### config.mk
export PLATFORM = sky130hd
export DESIGN_NAME = dual_chan_irq_unit
export DESIGN_NICKNAME = d
export VERILOG_FILES = /design/src/rtl/irq_unit_pkg.sv /design/src/rtl/irq_unit_ctrl.sv /design/src/rtl/irq_unit_datapath.sv /design/src/rtl/dual_chan_irq_unit.sv
export SDC_FILE = /design/constraint.sdc
export NUM_CORES = 1
export LEC_CHECK = 0
export ABC_AREA = 1
export BUFFER_PORTS_ARGS = -buffer_cell sky130_fd_sc_hd__buf_2
export CAP_MARGIN = 0
export CORE_MARGIN = 2
export CORE_UTILIZATION = 34
export DETAILED_ROUTE_END_ITERATION = 8
export PLACE_DENSITY_LB_ADDON = 0.15
export SLEW_MARGIN = 10
export SYNTH_ARGS = -nofsm -noshare
export SYNTH_HDL_FRONTEND = slang
export SYNTH_SLANG_ARGS = --single-unit
### constraint.sdc
create_clock -name clk -period 0.8 [get_ports clk]
set_input_delay 0.08 -clock clk [delete_from_list [all_inputs] [get_ports clk]]
set_output_delay 0.08 -clock clk [all_outputs]
set_load 0.02 [all_outputs]
### src/rtl/irq_unit_pkg.sv
`timescale 1ns/1ps
package irq_unit_pkg;

  typedef struct packed {
    logic maskWrite;
    logic statusRead;
  } irqStrobes_t;

endpackage

### src/rtl/irq_unit_ctrl.sv
`timescale 1ns/1ps
module irq_unit_ctrl
  import irq_unit_pkg::*;
#(
  parameter int ADDR_W = 6,
  parameter logic [ADDR_W-1:0] SHARED_OFFSET = 6'h14
) (
  input  logic [ADDR_W-1:0] busAddr,
  input  logic              busWrEn,
  input  logic              busRdEn,
  output irqStrobes_t       strobes
);

  logic offsetHit;

  assign offsetHit = (busAddr == SHARED_OFFSET);

  // One offset, two registers: the direction of the access picks which one.
  always_comb begin
    strobes            = '0;
    strobes.maskWrite  = busWrEn && offsetHit;
    strobes.statusRead = busRdEn && offsetHit;
  end

endmodule

### src/rtl/irq_unit_datapath.sv
`timescale 1ns/1ps
module irq_unit_datapath
  import irq_unit_pkg::*;
#(
  parameter int NUM_CH    = 2,
  parameter int CH_STRIDE = 4,
  parameter int DATA_W    = 8
) (
  input  logic              clk,
  input  logic              rstN,
  input  irqStrobes_t       strobes,
  input  logic [DATA_W-1:0] busWrData,
  input  logic [NUM_CH-1:0] chanTxReady,
  input  logic [NUM_CH-1:0] chanRxReady,
  output logic [DATA_W-1:0] busRdData,
  output logic              irqOut
);

  localparam int TX_POS = 0;
  localparam int RX_POS = 1;

  function automatic logic [DATA_W-1:0] usedBits();
    logic [DATA_W-1:0] v;
    v = '0;
    for (int c = 0; c < NUM_CH; c++) begin
      v[c*CH_STRIDE + TX_POS] = 1'b1;
      v[c*CH_STRIDE + RX_POS] = 1'b1;
    end
    return v;
  endfunction

  localparam logic [DATA_W-1:0] USED_MASK = usedBits();

  logic [DATA_W-1:0] statusNext;
  logic [DATA_W-1:0] statusQ;
  logic [DATA_W-1:0] maskQ;
  logic [1:0]        chanPair [NUM_CH];

  for (genvar c = 0; c < NUM_CH; c++) begin : g_chan
    assign chanPair[c] = {chanRxReady[c], chanTxReady[c]};
  end

  always_comb begin
    statusNext = '0;
    for (int c = 0; c < NUM_CH; c++) begin
      statusNext[c*CH_STRIDE + TX_POS] = chanPair[c][0];
      statusNext[c*CH_STRIDE + RX_POS] = chanPair[c][1];
    end
  end

  always_ff @(posedge clk) begin
    if (!rstN) begin
      statusQ <= '0;
      maskQ   <= '0;
    end else begin
      statusQ <= statusNext;
      if (strobes.maskWrite) begin
        maskQ <= busWrData & USED_MASK;
      end
    end
  end

  assign irqOut    = |(statusQ & maskQ);
  assign busRdData = strobes.statusRead ? statusQ : '0;

endmodule

### src/rtl/dual_chan_irq_unit.sv
`timescale 1ns/1ps
module dual_chan_irq_unit
  import irq_unit_pkg::*;
#(
  parameter int NUM_CH    = 2,
  parameter int CH_STRIDE = 4,
  parameter int DATA_W    = 8,
  parameter int ADDR_W    = 6,
  parameter logic [ADDR_W-1:0] SHARED_OFFSET = 6'h14
) (
  input  logic              clk,
  input  logic              rstN,
  input  logic [ADDR_W-1:0] busAddr,
  input  logic              busWrEn,
  input  logic [DATA_W-1:0] busWrData,
  input  logic              busRdEn,
  output logic [DATA_W-1:0] busRdData,
  input  logic [NUM_CH-1:0] chanTxReady,
  input  logic [NUM_CH-1:0] chanRxReady,
  output logic              irqOut
);

  irqStrobes_t strobes;

  irq_unit_ctrl #(
    .ADDR_W       (ADDR_W),
    .SHARED_OFFSET(SHARED_OFFSET)
  ) u_ctrl (
    .busAddr(busAddr),
    .busWrEn(busWrEn),
    .busRdEn(busRdEn),
    .strobes(strobes)
  );

  irq_unit_datapath #(
    .NUM_CH   (NUM_CH),
    .CH_STRIDE(CH_STRIDE),
    .DATA_W   (DATA_W)
  ) u_dp (
    .clk        (clk),
    .rstN       (rstN),
    .strobes    (strobes),
    .busWrData  (busWrData),
    .chanTxReady(chanTxReady),
    .chanRxReady(chanRxReady),
    .busRdData  (busRdData),
    .irqOut     (irqOut)
  );

endmodule

==> results.md <==
* Arrival time worst endpoint at between 0.8 and 0.9 ns
* Buf/Inv on CP at 1
* R2R Path End: u_dp.maskQ[1]
* Cell Rows at 13
* Post-route setup slack at -0.155 ns
* Cts bufs inserted at 3
* Drt total wl at ~870 um
* Crit path cell chain: nand2_1, nand4_1, buf_6
* Crit-path leading delay family: flip-flops
* Largest net degree at the start of global routing at 9
* P_int at roughly 0.64 mW
* Yosys reg bits at 8
* Final min period at 0.955 ns
* Initial DRT Pass Iterations at 4
* Max cap viols at 0
* Final Hold Fails at 0
* Critical path origin: u_dp.statusQ[4]
* Clk slew on worst S/H paths at ~0.050 ns
* Final Cycle Share at 119%
* Post-DP HPWL at between 700 and 800 um
* Avg Inst Size Synth at 6.43 sq um
* Hold Crit Endpoint: u_dp.statusQ[5]
* Ant diodes at 0
* DIE WIDTH at about 40 um
* LEAKAGE at approximately 0.36 nW
* Max VDD drop at 1130 uV
* Fin area at 654 sq um
* Sw Pwr at approximately 0.21 mW
* Clk sinks at 8
* Initial antenna violation count at 0
* Clock skew at 0 ns
* Syn. warnings at 0
* Synth Cell Area at around 450 sq um
* Vias in the first global route at between 300 and 400
* Grt ovf at 0
* Synth cell types at 11
* Hold Crit Class: in -> reg
* Failing checks: negative setup slack
* CTS Buffer Depth at 2
* Post-synthesis cell count at 70
* Comb power frac at 16.4%
* First-pass GRT wire length at ~1400 um
* Reg-to-Reg Start: u_dp.maskQ[1]
* Via density at 4.22
* Hold Buf Count CTS at 0
* Slew Limit Fails at 0
* First DRT Iteration DRCs at 3
* Register-to-Register Path Depth at 2
* Placed Instance Area at 584 sq um
* Run status: finished with violations
* Htree depth at 1
* Hold Crit Start: chanRxReady[1]
* Post-Route Utilization at between 50% and 60%
* Unrepaired setup endpoints after global routing: yes
* Pwr/cell area at around 1300 nW/um^2
* Fmax at roughly 1000 MHz
* CP Class: reg -> out
* Starting density of the core at between 30 and 40%
* GR Util All Layers at between 10% and 20%
* Slowest cell on the critical path: dfxtp_1
* Die Y-Extent at around 40 um
* Critical path fanouts, max at 2
* Clk network pwr share at 34.5%
* Hold Path Stages at 3
* # DRC at 0
* Clk root buf: clkbuf_4
* Final nets at approximately 120
* Via count at approximately 460
* Ratio of cells with drive above 1 in the final layout at between 40% and 50%
* Postcts setup bufs at 0
* Gpl congestion at 0.725
* Crit path capture type: output pin
* CORE AREA at between 1000 and 1500 sq um
* WL/cell at roughly 7.9 um
* Final setup vio count at 5
* Skew-Pair Late Insertion Delay at 0.25 ns
* Slowest Stage Delay on Critical Path at around 0.31 ns
* Remaining antenna violation count after routing at 0
* Seq pwr share at about half
* Switching share of power at approximately a quarter
* CTS tree: done
* Ports at 31
* Critical path data required time at approximately 0.72 ns
* Post-synthesis sequential area ratio at a little over a third
* Fillers at 137
* DIE AREA at between 1500 and 2000 sq um
* Buffers on Ports at 22
* CP Launch Type: flip-flop
* R2R Setup Slk at between 0.2 and 0.25 ns
* Synth-to-layout area growth at 45.3%
layout make-up:
cell class | count | area [sq um] | share of cell area (%)
clock buffer | 3 | 22.5 | 3.44
tap | 15 | 18.8 | 2.87
sequential | 8 | 164 | 25.0
inverter | 18 | 67.6 | 10.3
timing repair buffer | 24 | 161 | 24.7
multi-input combinational | 42 | 220 | 33.7
what timing repair did:
action	4_1_cts	5_1_grt
resized for setup	10	8
pin swaps	4	1
endpoints found under the hold margin	0	0
setup endpoints to repair	5	5
flip-flops by register name, indices dropped and copies added, names as in the netlist:
name	flops
u_dp.statusQ	4
u_dp.maskQ	4
cell usage in the layout (no fill, tap or decap):
master,n
nor2_4,3
nand2_1,13
conb_1,4
nand4_1,5
buf_12,1
nor2_1,12
dfxtp_1,5
nand3_4,1
clkbuf_4,3
buf_2,17
buf_6,3
nor2_2,2
inv_1,16
buf_4,3
dfxtp_2,3
nand3_2,1
inv_2,2
nand2_2,1
power by group through the flow:
stage	clock network [mW]	registers (mW)	logic, mW
CTS	0.309	0.419	0.137
global placement	0	0.425	0.133
finish	0.296	0.420	0.140
global route	0.338	0.421	0.161
floorplan	0	0.424	0.0840
detailed placement	0	0.426	0.135
worst min-delay path, cell delays in order:
cell and delay [ns]:
buf_2 0.07, nand2_1 0.04, inv_1 0.04
cells by family (layout without fill, tap and decap cells):
family	after synthesis	in the layout	share of synthesized area, %
and+or+nand+nor	38	38	41.1
buffers and inverters	23	45	22.5
DFF	8	8	35.6
other	1	4	0.833
through the flow:
step	setup WS (ns)	hold slack, ns	TNS, ns	total power [mW]	cells
global placement	-0.117	0.260	-0.617	0.558	107
floorplan	-0.0268	0.173	-0.107	0.508	73
finish	-0.155	0.00919	-0.564	0.856	110
global route	-0.206	0.00998	-0.870	0.920	110
detailed placement	-0.133	0.263	-0.678	0.560	107
CTS	-0.168	0.00535	-0.654	0.866	110
layer usage:
metal / vias up / wire length, um / GRT usage [%]
met5: - / 0 / 0
met4: 0 / 0 / 5.00
met3: 0 / 50 / 8.33
met2: 9 / 470 / 22.6
met1: 209 / 349 / 15.7
li1: 246 / - / -
synthesized netlist by cell type, drive strengths merged:
library cell	instances	area [sq um]
buf	4	30.0
clkbuf	1	3.75
conb	1	3.75
dfxtp	8	160
inv	18	67.6
nand2	14	52.6
nand3	2	15.0
nand4	5	31.3
nor2	17	86.3
worst max-delay path by stage:
stage / end / slack, ns / cells past startpoint
CTS: irqOut / -0.17 / 3
global route: irqOut / -0.21 / 3
detailed placement: busRdData[1] / -0.13 / 7
global placement: busRdData[4] / -0.12 / 7
finish: irqOut / -0.16 / 3
floorplan: busRdData[0] / -0.03 / 5
No activity file was read; power rests on OpenSTA's default activity.
